--- src/rtl/stby_pkg.sv ---
// Shared types for the standby controller.
// Assumes a 2-bit mode code that is visible at the top-level port.
package stby_pkg;
    typedef enum logic [1:0] {
        MODE_RUN    = 2'd0,
        MODE_HALT   = 2'd1,
        MODE_STOP   = 2'd2,
        MODE_SETTLE = 2'd3
    } stby_mode_e;

    localparam int unsigned EXT_INT_N = 4;
endpackage

--- src/rtl/stby_wake.sv ---
// Wake detector: ORs together every enabled interrupt request and every
// enabled test request. Assumes the request inputs are already synchronous
// to clk.
module stby_wake #(
    parameter int unsigned N_IRQ  = 8,
    parameter int unsigned N_TEST = 2
) (
    input  logic [N_IRQ-1:0]  irq_req,
    input  logic [N_IRQ-1:0]  irq_en,
    input  logic [N_TEST-1:0] tst_req,
    input  logic [N_TEST-1:0] tst_en,
    output logic              wake
);
    logic [N_IRQ-1:0]  irq_hit;
    logic [N_TEST-1:0] tst_hit;

    // Mask each source with its own enable flag.
    genvar gi;
    generate
        for (gi = 0; gi < N_IRQ; gi++) begin : g_irq
            assign irq_hit[gi] = irq_req[gi] & irq_en[gi];
        end
        for (gi = 0; gi < N_TEST; gi++) begin : g_tst
            assign tst_hit[gi] = tst_req[gi] & tst_en[gi];
        end
    endgenerate

    // A single enabled source is enough to wake.
    always_comb wake = (|irq_hit) | (|tst_hit);
endmodule

--- src/rtl/stby_fsm.sv ---
// Mode state machine with entry legality checks and the oscillator settling
// counter. Assumes request strobes are single-cycle. Reset is synchronous
// and active low.
module stby_fsm
    import stby_pkg::*;
#(
    parameter int unsigned SETTLE_W = 8
) (
    input  logic                clk,
    input  logic                rst_n,
    input  logic                stop_req,
    input  logic                halt_req,
    input  logic                clk_sel_sub,
    input  logic                wake,
    input  logic [SETTLE_W-1:0] settle_cycles,
    output stby_mode_e          mode_q,
    output logic                err_q
);
    stby_mode_e          mode_d;
    logic [SETTLE_W-1:0] cnt_q, cnt_d;
    logic                err_d;
    logic                stop_ok;

    // STOP is legal only from RUN on the main clock.
    always_comb stop_ok = stop_req && !clk_sel_sub;

    // Next-state, counter and error decode.
    always_comb begin
        mode_d = mode_q;
        cnt_d  = cnt_q;
        err_d  = 1'b0;
        unique case (mode_q)
            MODE_RUN: begin
                err_d = stop_req && clk_sel_sub;
                if (stop_ok)       mode_d = MODE_STOP;
                else if (halt_req) mode_d = MODE_HALT;
            end
            MODE_HALT: begin
                err_d = stop_req || halt_req;
                if (wake) mode_d = MODE_RUN;
            end
            MODE_STOP: begin
                err_d = stop_req || halt_req;
                if (wake) begin
                    mode_d = MODE_SETTLE;
                    cnt_d  = settle_cycles;
                end
            end
            MODE_SETTLE: begin
                err_d = stop_req || halt_req;
                if (cnt_q == '0) mode_d = MODE_RUN;
                else             cnt_d  = cnt_q - 1'b1;
            end
            default: mode_d = MODE_RUN;
        endcase
    end

    // State registers with synchronous reset.
    always_ff @(posedge clk) begin
        if (!rst_n) begin
            mode_q <= MODE_RUN;
            cnt_q  <= '0;
            err_q  <= 1'b0;
        end else begin
            mode_q <= mode_d;
            cnt_q  <= cnt_d;
            err_q  <= err_d;
        end
    end
endmodule

--- src/rtl/stby_gate.sv ---
// Peripheral permission decode. Each peripheral may run while the main
// oscillator runs, or while its own clock source survives the oscillator
// being off. Assumes the clock-source selects are quasi-static.
module stby_gate
    import stby_pkg::*;
(
    input  stby_mode_e             mode,
    input  logic                   sio_ext_clk,
    input  logic                   tmr_ext_src,
    input  logic                   wt_sub_src,
    input  logic                   int0_filter_bypass,
    output logic                   main_osc_en,
    output logic                   cpu_clk_en,
    output logic                   en_bt,
    output logic                   en_sio,
    output logic                   en_tmr,
    output logic                   en_wt,
    output logic                   en_adc,
    output logic [EXT_INT_N-1:0]   ext_int_en
);
    // The oscillator is off only in deep standby; the CPU runs only in RUN.
    always_comb begin
        main_osc_en = (mode != MODE_STOP);
        cpu_clk_en  = (mode == MODE_RUN);
    end

    // Peripheral run permissions follow the oscillator or a surviving source.
    always_comb begin
        en_bt      = main_osc_en;
        en_adc     = main_osc_en;
        en_sio     = main_osc_en | sio_ext_clk;
        en_tmr     = main_osc_en | tmr_ext_src;
        en_wt      = main_osc_en | wt_sub_src;
        ext_int_en = {{(EXT_INT_N-1){1'b1}}, main_osc_en | int0_filter_bypass};
    end
endmodule

--- src/rtl/standby_ctrl.sv ---
// Top level of the two-level standby controller: wake detection, mode FSM
// and peripheral permission decode. Assumes every input is synchronous to clk.
module standby_ctrl #(
    parameter int unsigned N_IRQ    = 8,
    parameter int unsigned N_TEST   = 2,
    parameter int unsigned SETTLE_W = 8
) (
    input  logic                clk,
    input  logic                rst_n,
    input  logic                stop_req,
    input  logic                halt_req,
    input  logic                clk_sel_sub,
    input  logic [N_IRQ-1:0]    irq_req,
    input  logic [N_IRQ-1:0]    irq_en,
    input  logic [N_TEST-1:0]   tst_req,
    input  logic [N_TEST-1:0]   tst_en,
    input  logic [SETTLE_W-1:0] settle_cycles,
    input  logic                sio_ext_clk,
    input  logic                tmr_ext_src,
    input  logic                wt_sub_src,
    input  logic                int0_filter_bypass,
    output logic                main_osc_en,
    output logic                cpu_clk_en,
    output logic                en_bt,
    output logic                en_sio,
    output logic                en_tmr,
    output logic                en_wt,
    output logic                en_adc,
    output logic [3:0]          ext_int_en,
    output logic [1:0]          mode,
    output logic                entry_err
);
    import stby_pkg::*;

    logic       wake;
    stby_mode_e mode_q;

    stby_wake #(.N_IRQ(N_IRQ), .N_TEST(N_TEST)) u_wake (
        .irq_req (irq_req),
        .irq_en  (irq_en),
        .tst_req (tst_req),
        .tst_en  (tst_en),
        .wake    (wake)
    );

    stby_fsm #(.SETTLE_W(SETTLE_W)) u_fsm (
        .clk           (clk),
        .rst_n         (rst_n),
        .stop_req      (stop_req),
        .halt_req      (halt_req),
        .clk_sel_sub   (clk_sel_sub),
        .wake          (wake),
        .settle_cycles (settle_cycles),
        .mode_q        (mode_q),
        .err_q         (entry_err)
    );

    stby_gate u_gate (
        .mode               (mode_q),
        .sio_ext_clk        (sio_ext_clk),
        .tmr_ext_src        (tmr_ext_src),
        .wt_sub_src         (wt_sub_src),
        .int0_filter_bypass (int0_filter_bypass),
        .main_osc_en        (main_osc_en),
        .cpu_clk_en         (cpu_clk_en),
        .en_bt              (en_bt),
        .en_sio             (en_sio),
        .en_tmr             (en_tmr),
        .en_wt              (en_wt),
        .en_adc             (en_adc),
        .ext_int_en         (ext_int_en)
    );

    // Export the mode code.
    always_comb mode = mode_q;
endmodule

--- config.mk ---
export PLATFORM = sky130hd
export DESIGN_NAME = standby_ctrl
export DESIGN_NICKNAME = d
export VERILOG_FILES = /design/src/rtl/stby_pkg.sv /design/src/rtl/stby_wake.sv /design/src/rtl/stby_fsm.sv /design/src/rtl/stby_gate.sv /design/src/rtl/standby_ctrl.sv
export SDC_FILE = /design/constraint.sdc
export NUM_CORES = 1
export LEC_CHECK = 0
export BUFFER_PORTS_ARGS = -buffer_cell sky130_fd_sc_hd__buf_2
export CORE_MARGIN = 4
export CORE_UTILIZATION = 31
export CTS_CLUSTER_SIZE = 28
export DETAILED_ROUTE_END_ITERATION = 12
export GPL_ROUTABILITY_DRIVEN = 1
export GPL_TIMING_DRIVEN = 0
export PLACE_DENSITY_LB_ADDON = 0.08
export SYNTH_ARGS = -nofsm -noshare
export SYNTH_HDL_FRONTEND = slang
export SYNTH_SLANG_ARGS = --single-unit
--- constraint.sdc ---
create_clock -name clk -period 1.86 [get_ports clk]
set_input_delay 0.372 -clock clk [delete_from_list [all_inputs] [get_ports clk]]
set_output_delay 0.372 -clock clk [all_outputs]
set_load 0.02 [all_outputs]
## Yosys cells after proc, flatten, opt, wreduce, memory -nomap -nowiden

Index checks and enable logic that the tools add are counted.

- Input port bits: 37
- Output and inout port bits: 14
- Bits in registers: 11
- Word-level logic and storage cells: 50

- Reductions and logical operators: 12
- Add/sub/neg operators: 1
- Equal/unequal tests: 9
- Muxes and demuxes: 10
- Bitwise logic cells: 15

Operators with widths:

| cell | number |
|---|---|
| $mux 8 | 2 |
| $pmux 8 s2 | 1 |
| $and 1x1->1 | 10 |
| $mux 2 | 5 |
| $logic_not 8->1 | 1 |
| $pmux 2 s4 | 1 |
| $reduce_or 8->1 | 1 |
| $sub 8x1->8 const B | 1 |
| $ne 2x1->1 const B | 3 |
| $or 1x1->1 | 5 |
| $eq 2x2->1 const B | 2 |
| $ne 2x2->1 const B | 2 |
| $reduce_and 4->1 | 1 |
| $ne 3x2->1 const B | 1 |
| $reduce_and 3->1 | 1 |
| $reduce_or 3->1 | 1 |
| $eq 2x1->1 const B | 1 |
| $logic_and 1x1->1 | 2 |
| $logic_not 2->1 | 1 |
| $pmux 1 s2 | 1 |
| $reduce_bool 2->1 | 1 |
| $reduce_or 2->1 | 1 |
| $logic_not 1->1 | 1 |
| $logic_or 1x1->1 | 1 |

## Depth between registers and ports, before layout

Gate-level depths: netlist of run 1.

- Depth in word-level cells: 5
- Depth in mapped cells: 7
- Mapped depth without buffers: 7

## Cells and area by module

A second synthesis of run 1 with hierarchy kept.

- Cell total of the unflattened synthesis: 103
- Area, all modules: 825.8 um^2

By module, submodules not included:

| module | cells an instance | times used | area an instance (um^2) | sequential area each (um^2) |
|---|---|---|---|---|
| stby_fsm | 85 | 1 | 685.7 | 220.2 |
| stby_gate | 12 | 1 | 87.6 | 0.0 |
| stby_wake | 6 | 1 | 52.6 | 0.0 |

## Worst setup path before layout of run 1

No wires, ideal clock.

- Kind: register to output
- From: reg u_fsm.mode_q[1]
- To: out en_sio
- Arrival time: 1.245 ns
- Buffers on the path: 1
- Path slack: 0.243 ns
- Cell stages (with the launch flop): 4
- Required time: 1.488 ns
- Path through: dfxtp_1 > buf_2 > nand2b_1 > or2_2

- Cells in the longest elaborated chain, start to end: 2

RTL lines:

| what | RTL line | RTL |
|---|---|---|
| start, declared | stby_fsm.sv:16 | `output stby_mode_e mode_q,` |
| start signal, assigned | stby_fsm.sv:65 | `mode_q <= mode_d;` |
| $ne 2x2->1 | stby_gate.sv:23 | `main_osc_en = (mode != MODE_STOP);` |
| named net en_adc | standby_ctrl.sv:28 | `output logic en_adc,` |
| $or 1x1->1 | stby_gate.sv:31 | `en_sio = main_osc_en \| sio_ext_clk;` |
| end, declared | standby_ctrl.sv:25 | `output logic en_sio,` |

The timed path passes the listed nets, and every way through them passes these cells.

## Worst setup path in the final report of run 1

- From: reg u_fsm.mode_q[0]
- To: out en_tmr

- Cells in the longest elaborated chain, start to end: 2

RTL lines:

| what | RTL line | RTL |
|---|---|---|
| $ne 2x2->1 | stby_gate.sv:23 |  |
| $or 1x1->1 | stby_gate.sv:32 | `en_tmr = main_osc_en \| tmr_ext_src;` |
| end, declared | standby_ctrl.sv:26 | `output logic en_tmr,` |

No other way between the ends.

==> key figures, run 1 <==
Status
  • Outcome: finished, final reports clean

Cells and area
  • Final Non-Filler Cells: 192
  • Fin util: 45.4%
  • Share of cells above drive strength 1: 41.4%
  • Fin area: 1140 µm²
  • Nets: 202
  • Syn-to-layout area delta: 38.2%
  • N_diodes: 0

CTS
  • Clock root buffer: clkbuf_4
  • Register clock-pin slew on the reported worst setup and hold paths: 70 ps
  • TritonCTS Buffers: 3
  • Post-CTS Setup Repair Bufs: 0
  • Skew-Pair Late Insertion Delay: 270 ps
  • Clock Tree Buf Depth: 2
  • CTS tree: built
  • CTS sink cnt: 11
  • Post-CTS sizing: 1
  • H-tree lvl count: 1
  • Hold_buf cts: 0

Drt
  • Vias/cell: 4.91
  • Via Count: 942
  • WL per Instance: 11.7 µm
  • Iteration-0 DRC Markers: 22
  • Post-Route WL: 2250 µm
  • Detailed-route DRC error count: 0
  • Routed Antenna Nets: 0
  • 1st-pass router iterations: 4

Setup path
  • R2R cell count: 6
  • Critical Path Sink Type: primary output
  • Flop2flop setup slack: 240 ps
  • Crit path kind: register to primary output
  • Reg-to-Reg End: u_fsm.cnt_q[3]$_SDFFE_PN0P_
  • Worst Path Arrival: 1370 ps
  • Worst Setup Start Kind: register
  • Critical path launch point: u_fsm.mode_q[0]$_SDFFE_PN0P_
  • Worst EP required: 1490 ps
  • Critical R2R Launch: u_fsm.cnt_q[0]$_SDFFE_PN0P_
  • CP Max Fanout: 10

STA
  • Fmax: 575 MHz
  • Min Tclk post-route: 1740 ps
  • RSZ-0062 raised after global routing: false
  • Final slew viol count: 0
  • Tcrit/Tclk final: 93.4%
  • Final setup vio count: 0
  • Hold_ws: 378 ps
  • Setup Skew: 3.23 ps
  • Setup TNS: 0 ps
  • Final Hold Fails: 0
  • Setup ws final: 122 ps

GRT
  • Antenna violations before repair: 0
  • First-pass GRT wire length: 3450 µm
  • Largest net degree at the start of global routing: 11
  • Overall global routing resource usage: 12.6%
  • Number of global-route vias before repair: 843
  • Grt ovf: 0

Floorplanning
  • Width of the die: 59.5 µm
  • Chip height: 59.5 µm
  • Die area: 3540 µm²
  • Core area: 2500 µm²
  • Initial core utilization: 32.9%
  • Row Count: 18
  • I/O pin count: 51

Pwr
  • Tot Pwr: 0.712 mW
  • Maximum VDD drop: 0.304 mV
  • Static Leak: 0.554 nW
  • Power Density: 626 nW/µm²

Logic synthesis
  • Seq/Total Area, Yosys: 26.8%
  • Commonest cells in the netlist: dfxtp_1, nand2_1, o21ai_0, nor2_1
  • Syn Area/Cell: 7.54 µm²
  • Yosys cell types: 33
  • Register bit count reported by yosys: 11
  • Ys Warns: 0
  • Count of flip-flops with a built-in enable after synthesis: 0
  • Post-Syn Instances: 109
  • Area share of the largest cell type after synthesis: 26.8%
  • Synth Flop Type: dfxtp_1
  • Async set-reset flop share out of synthesis: 0%
  • Synth Cell Area: 822 µm²
  • Area leader, netlist: dfxtp_1
  • Synth top area cells: dfxtp_1, o21ai_0, nand2_1

Hold path
  • Hold Startpoint: stop_req
  • Hold path depth: 3
  • WHS Endpoint: u_fsm.err_q$_SDFF_PN0_
  • Worst Hold Class: input port to register

Placement
  • Placed cell count: 188
  • Post-DP Area: 1100 µm²
  • Port buffer count: 47
  • GPL Wtd Cong: 0.749
  • Detailed Place HPWL: 1810 µm
  • Worst slack at placement: 236 ps

Run
  • Max Cap Violations: 0
metal layers:
metal / wire (µm) / part of all wire, % / vias to the layer above / GRT usage, %
li1: - / - / 485 / -
met1: 865 / 38 / 410 / 13.4
met2: 1050 / 47 / 43 / 23.7
met3: 306 / 14 / 4 / 2.83
met4: 28 / 1.2 / 0 / 4.75
met5: 0 / 0 / - / 0
kinds of logic after synthesis:
group | Yosys count | share of synthesized area, %
compound gates | 36 | 29.8
buf+inv | 15 | 10.4
other cells | 1 | 0.456
fa+ha+maj | 2 | 3.04
mux | 1 | 1.22
flops | 11 | 26.8
simple gates | 40 | 25.1
xor+xnor | 3 | 3.20
layout by cell type, fill, tap and decap left out, types with 4 or more instances in the layout:
cell type  instances
nand2_1           11
or2_2              5
nand3_1            4
buf_4              5
dfxtp_1           11
nor3_1             4
o21ai_0           11
buf_2             49
a21oi_1            5
inv_1              5
nor2_1             9
a22oi_1            5
layout make-up:
class / instances / area [µm²]
sequential: 11 / 220
buffer: 10 / 66.3
multi-input combinational: 85 / 532
inverter: 5 / 18.8
fill: 266 / 1360
timing repair buffer: 47 / 235
tap: 30 / 37.5
clock buffer: 4 / 26.3
worst max-delay path, stage by stage (launching register included):
cell,delay (ps)
dfxtp_1,320
buf_2,170
nand2b_4,180
or2_2,280
buf_2,160
how the worst max path moves through the flow:
stage,end,slack [ps],cells past startpoint
final,en_tmr,120,4
after global routing,u_fsm.cnt_q[3]$_SDFFE_PN0P_,5,6
after floorplan,en_sio,240,3
after CTS,en_tmr,20,4
after detailed placement,u_fsm.cnt_q[4]$_SDFFE_PN0P_,240,6
after global placement,u_fsm.cnt_q[3]$_SDFFE_PN0P_,250,6
sequential cells by signal, indices dropped and copies added, names as in the netlist:
name          flops
u_fsm.mode_q      2
u_fsm.err_q       1
u_fsm.cnt_q       8
where the power goes:
group / leakage, nW / switching (mW) / internal, mW / total [mW]
Sequential: 0.0899 / 0.0183 / 0.254 / 0.273
Clock: 0.0150 / 0.0836 / 0.0829 / 0.167
Combinational: 0.449 / 0.145 / 0.128 / 0.273
(Power assumes the default switching activity.)
==> inputs of run 2 (changes only) <==
ABC_AREA = 1   (was default)
==> run 2 against run 1 <==
  * Register-to-register slack improved by 190 ps
  * Die area increased by 12%
  * Design area increased by 10%
  * Cell count increased by 31%
  * First-iteration DRC count increased by 27%
  * Largest power group is now combinational cells
==> key figures, run 2 <==
Logic synthesis
  • Syn Area/Cell: 5.59 µm²
  • Count of flip-flops with a built-in enable after synthesis: 0
  • Register bit count reported by yosys: 11
  • Async set-reset flop share out of synthesis: 0%
  • Synth Cell Area: 938 µm²
  • Commonest cells in the netlist: nand2_1, nor2_1, inv_1, dfxtp_1, nand3_1
  • Most common cell in the netlist: nand2_1
  • Ys Warns: 0
  • Synth top area cells: nand2_1, dfxtp_1, nor2_1
  • Area leader, netlist: nand2_1
  • Area share of the largest cell type after synthesis: 24.8%
  • Synth Flop Type: dfxtp_1
  • Post-Syn Instances: 168
  • Seq/Total Area, Yosys: 23.5%
  • Yosys cell types: 22

Cells and area
  • Share of cells above drive strength 1: 34.4%
  • Fin util: 44.4%
  • Fillers: 309
  • Largest register FFs: 8
  • Final Non-Filler Cells: 252
  • Syn-to-layout area delta: 33.7%
  • Most common cell after layout, fill and taps aside: nand2_1
  • N_diodes: 0
  • Top Registers: u_fsm.cnt_q: 8 flops, u_fsm.mode_q: 2 flops, u_fsm.err_q: 1 flops
  • Largest reg by FF count: u_fsm.cnt_q
  • Most frequent cells in the layout: nand2_1, buf_2, nor2_1, inv_1
  • Nets: 261

Drt
  • Routed Antenna Nets: 0
  • Detailed-route DRC error count: 0
  • Post-Route WL: 2490 µm
  • Iteration-0 DRC Markers: 28
  • 1st-pass router iterations: 4
  • WL per Instance: 9.87 µm
  • Via Count: 1124
  • Vias/cell: 4.46

Hold path
  • Worst Hold Class: input port to register

CTS
  • Clock root buffer: clkbuf_4
  • Clock Tree Buf Depth: 2
  • CTS sink cnt: 11
  • Register clock-pin slew on the reported worst setup and hold paths: 70 ps
  • TritonCTS Buffers: 3
  • Post-CTS Setup Repair Bufs: 0
  • Hold_buf cts: 0
  • H-tree lvl count: 1
  • Skew-Pair Late Insertion Delay: 280 ps
  • CTS tree: built

Setup path
  • Crit path kind: register to primary output
  • Worst EP required: 1490 ps
  • CP Max Fanout: 9
  • Critical R2R Launch: u_fsm.cnt_q[0]$_SDFFE_PN0P_
  • Critical path endpoint: en_tmr
  • Reg-to-Reg End: u_fsm.cnt_q[7]$_SDFFE_PN0P_
  • Critical path launch point: u_fsm.mode_q[1]$_SDFFE_PN0P_
  • Flop2flop setup slack: 430 ps
  • Critical Path Sink Type: primary output
  • R2R cell count: 9
  • Worst Setup Start Kind: register
  • Worst Path Arrival: 1340 ps

GRT
  • Overall global routing resource usage: 13.3%
  • First-pass GRT wire length: 4310 µm
  • Antenna violations before repair: 0
  • Largest net degree at the start of global routing: 11
  • Grt ovf: 0
  • Number of global-route vias before repair: 1015

Placement
  • GPL Wtd Cong: 0.794
  • Port buffer count: 47
  • Placed cell count: 248
  • Detailed Place HPWL: 2020 µm

STA
  • RSZ-0062 raised after global routing: false
  • Final setup vio count: 0
  • Final Hold Fails: 0
  • Min Tclk post-route: 1710 ps
  • Final slew viol count: 0
  • Tcrit/Tclk final: 92.2%
  • Setup Skew: 2.24 ps
  • Setup TNS: 0 ps
  • Fmax: 583 MHz

Pwr
  • Power Density: 665 nW/µm²
  • Maximum VDD drop: 0.274 mV
  • Static Leak: 0.724 nW

Floorplanning
  • I/O pin count: 51
  • Width of the die: 63.0 µm
  • Chip height: 63.0 µm
  • Die area: 3970 µm²
  • Initial core utilization: 33.2%
  • Core area: 2830 µm²
  • Row Count: 19

Status
  • Outcome: finished, final reports clean

Run
  • Max Cap Violations: 0
[run 2: cell types whose count changed after synthesis, sizes merged, moves of 3 or more]
cell / previous run / this run
nand2: 11 / 64
nor2: 9 / 38
inv: 5 / 17
nand3: 4 / 10
a22oi: 5 / 0
o21ai: 11 / 6
nand2b: 4 / 0
nor3: 4 / 0
a21o: 3 / 0
o31ai: 3 / 0
[run 2: cells by family after synthesis]
| group | count (synthesis) | share of synthesized area (%) |
|---|---|---|
| AO/OA/AOI/OAI | 10 | 5.73 |
| other | 1 | 0.400 |
| flip-flops | 11 | 23.5 |
| adder cells (fa/ha/maj) | 2 | 2.67 |
| buffers and inverters | 25 | 13.1 |
| AND/OR/NAND/NOR | 119 | 54.7 |
[run 2: worst max-delay path, cell delays in order, from the launching register on]
cell,delay (ps)
dfxtp_2,360
inv_1,80
nor2_4,120
inv_2,70
or2_2,270
buf_2,160
[run 2: worst min path at each step]
stage,depth (start not counted),slack (ps),from,end
4_1_cts,3,340,clk_sel_sub,u_fsm.err_q$_SDFF_PN0_
5_1_grt,3,330,rst_n,u_fsm.err_q$_SDFF_PN0_
3_3_place_gp,4,550,u_fsm.cnt_q[4]$_SDFFE_PN0P_,u_fsm.cnt_q[4]$_SDFFE_PN0P_
6_report,3,350,clk_sel_sub,u_fsm.err_q$_SDFF_PN0_
2_1_floorplan,2,510,stop_req,u_fsm.err_q$_SDFF_PN0_
3_5_place_dp,4,570,u_fsm.cnt_q[7]$_SDFFE_PN0P_,u_fsm.cnt_q[7]$_SDFFE_PN0P_
[run 2: layer usage]
metal	part of all wire [%]	GRT usage, %	vias to the layer above	wire (µm)
met5	0	0	-	0
met4	2.1	6.61	0	51
met3	11	4.14	5	275
met2	44	21.9	51	1100
met1	43	15.4	458	1060
li1	-	-	610	-
[run 2: power breakdown]
group,internal (mW),switching [mW],total (mW)
sequential,0.262,0.0285,0.291
combinational,0.152,0.219,0.371
clock,0.0833,0.0892,0.172
[run 2: what timing repair did]
action,CTS,global route
endpoints found under the setup margin,1,4
pin swaps,0,1
gates resized for setup,1,3
[run 2: final cells by class]
cell class              count  area, µm²  share of cell area, %
multi-input cells         134        611                   48.7
repair buffers             47        235                   18.7
flip-flops and latches     11        221                   17.6
inverters                  17       63.8                   5.08
plain buffers               8       58.8                   4.69
well taps                  31       38.8                   3.09
clock buffers               4       26.3                   2.09
[run 2: metrics by stage]
step / instance area (µm²) / hold slack (ps) / worst slack, ps / total power, mW
global placement: 1220 / 554 / 356 / 0.657
detailed placement: 1220 / 572 / 310 / 0.667
global route: 1250 / 335 / 23.7 / 0.926
CTS: 1250 / 338 / 25.3 / 0.846
finish: 1250 / 347 / 146 / 0.834
floorplan: 946 / 510 / 264 / 0.560
==> inputs of run 3 (changes only) <==
clock period = 1.6 ns   (was 1.86 ns; I/O delays follow)
==> run 3 against run 2 <==
  * Sequential share of layout area shrank 1.2 points
  * Wire length up 9.3%
  * Count of clock-buffer cells in the layout unchanged
  * Clock skew is essentially flat
  * Critical path depth did not move
  * First-iteration DRC count decreased by 7.1%
  * Global-route usage rose by 0.41 points
  * Design area increased by 8.9%
  * Hold slack worse by 54 ps
  * Sequential cell count stayed put
  * Die area unchanged
  * Largest cell class unchanged
==> key figures, run 3 (synthesis results as in run 2) <==
Cells and area
  • Share of cells above drive strength 1: 37.6%
  • N_diodes: 0
  • Nets: 269
  • Largest reg by FF count: u_fsm.cnt_q
  • Most common cell after layout, fill and taps aside: nand2_1
  • Top Registers: u_fsm.cnt_q: 8 flops, u_fsm.mode_q: 2 flops, u_fsm.err_q: 1 flops
  • Syn-to-layout area delta: 45.6%
  • Most frequent cells in the layout: nand2_1, buf_2, nor2_1, inv_1, buf_4
  • Largest register FFs: 8

Setup path
  • Worst Setup Start Kind: register
  • Critical R2R Launch: u_fsm.mode_q[1]$_SDFFE_PN0P_
  • Worst EP required: 1280 ps
  • Worst Path Arrival: 1250 ps
  • Flop2flop setup slack: 160 ps
  • Reg-to-Reg End: u_fsm.cnt_q[7]$_SDFFE_PN0P_
  • R2R cell count: 10
  • Critical path launch point: u_fsm.mode_q[1]$_SDFFE_PN0P_
  • CP Max Fanout: 5
  • Critical Path Sink Type: primary output
  • Crit path kind: register to primary output

Pwr
  • Static Leak: 0.786 nW
  • Maximum VDD drop: 0.321 mV
  • Tot Pwr: 1.03 mW
  • Power Density: 750 nW/µm²

Hold path
  • Hold path depth: 3
  • Hold Startpoint: clk_sel_sub
  • Worst Hold Class: input port to register
  • WHS Endpoint: u_fsm.err_q$_SDFF_PN0_

Floorplanning
  • I/O pin count: 51
  • Initial core utilization: 33.2%
  • Row Count: 19
  • Width of the die: 63.0 µm
  • Die area: 3970 µm²
  • Core area: 2830 µm²
  • Chip height: 63.0 µm

Placement
  • Port buffer count: 47
  • Detailed Place HPWL: 2020 µm
  • GPL Wtd Cong: 0.794

CTS
  • Clock Tree Buf Depth: 2
  • CTS sink cnt: 11
  • Skew-Pair Late Insertion Delay: 280 ps
  • Clock root buffer: clkbuf_4
  • H-tree lvl count: 1
  • CTS tree: built
  • Register clock-pin slew on the reported worst setup and hold paths: 70 ps
  • TritonCTS Buffers: 3

GRT
  • Grt ovf: 0
  • First-pass GRT wire length: 4430 µm
  • Largest net degree at the start of global routing: 11
  • Antenna violations before repair: 0
  • Number of global-route vias before repair: 1041
  • Overall global routing resource usage: 13.7%

Status
  • Outcome: finished, final reports clean

Drt
  • Iteration-0 DRC Markers: 26
  • Vias/cell: 4.47
  • Post-Route WL: 2720 µm
  • Routed Antenna Nets: 0
  • WL per Instance: 10.5 µm
  • Via Count: 1162
  • 1st-pass router iterations: 4
  • Detailed-route DRC error count: 0

Run
  • Max Cap Violations: 0

STA
  • Min Tclk post-route: 1570 ps
  • Final setup vio count: 0
  • Final slew viol count: 0
  • Final Hold Fails: 0
  • Tcrit/Tclk final: 97.9%
  • RSZ-0062 raised after global routing: true
  • Fmax: 639 MHz
  • Hold_ws: 292 ps
  • Setup Skew: 2.22 ps
run 3: cell types whose count changed in the layout (fill, tap and decap cells not counted), sizes merged:
cell | before | now
clkinvlp | 0 | 1
buf | 55 | 62
run 3: layout make-up:
type | count | area, µm²
fillers | 304 | 1460
plain buffers | 8 | 62.6
repair inverters | 1 | 7.51
clock buffers | 4 | 26.3
inverters | 17 | 66.3
flip-flops and latches | 11 | 225
multi-input cells | 134 | 621
well taps | 31 | 38.8
repair buffers | 54 | 319
run 3: what timing repair did:
item / CTS / global route
endpoints found under the setup margin: 6 / 4
gates cloned: 0 / 1
setup buffers: 3 / 4
resized for setup: 17 / 6
hold buffers: 0 / 0
pin swaps: 1 / 1
run 3: where the power goes:
group / internal [mW] / switching (mW) / total (mW)
sequential: 0.306 / 0.0267 / 0.333
clock: 0.0968 / 0.106 / 0.203
combinational: 0.211 / 0.279 / 0.489
total: 0.614 / 0.411 / 1.03
run 3: worst max path at each step:
stage | endpoint | slack [ps] | cells past startpoint
global route | en_tmr | -40 | 5
global placement | en_wt | 150 | 5
detailed placement | en_tmr | 100 | 5
finish | en_tmr | 30 | 5
CTS | ext_int_en[0] | 4 | 5
floorplan | en_sio | 60 | 4
run 3: metal layers:
layer / vias up / part of all wire, % / track usage (%)
li1: 629 / - / -
met1: 483 / 42 / 15.6
met2: 45 / 47 / 23.1
met3: 5 / 9.2 / 4.14
met4: 0 / 1.8 / 6.61
met5: - / 0 / 0
run 3: worst max-delay path, cell delays in order (launching register included):
cell and delay [ps]:
dfxtp_2 340, inv_2 50, nor2_4 150, inv_4 60, or2_4 230, buf_6 130
run 3: per-stage QoR:
stage               cells  area [µm²]  TNS (ps)  setup slack, ps  util [%]
floorplan             170         946         0             56.4         -
global placement      248        1220         0              148      43.1
detailed placement    248        1220         0              102      43.1
CTS                   255        1310         0             3.76      46.4
global route          260        1370      -145            -38.1      48.3
finish                260        1370         0             34.3      48.3
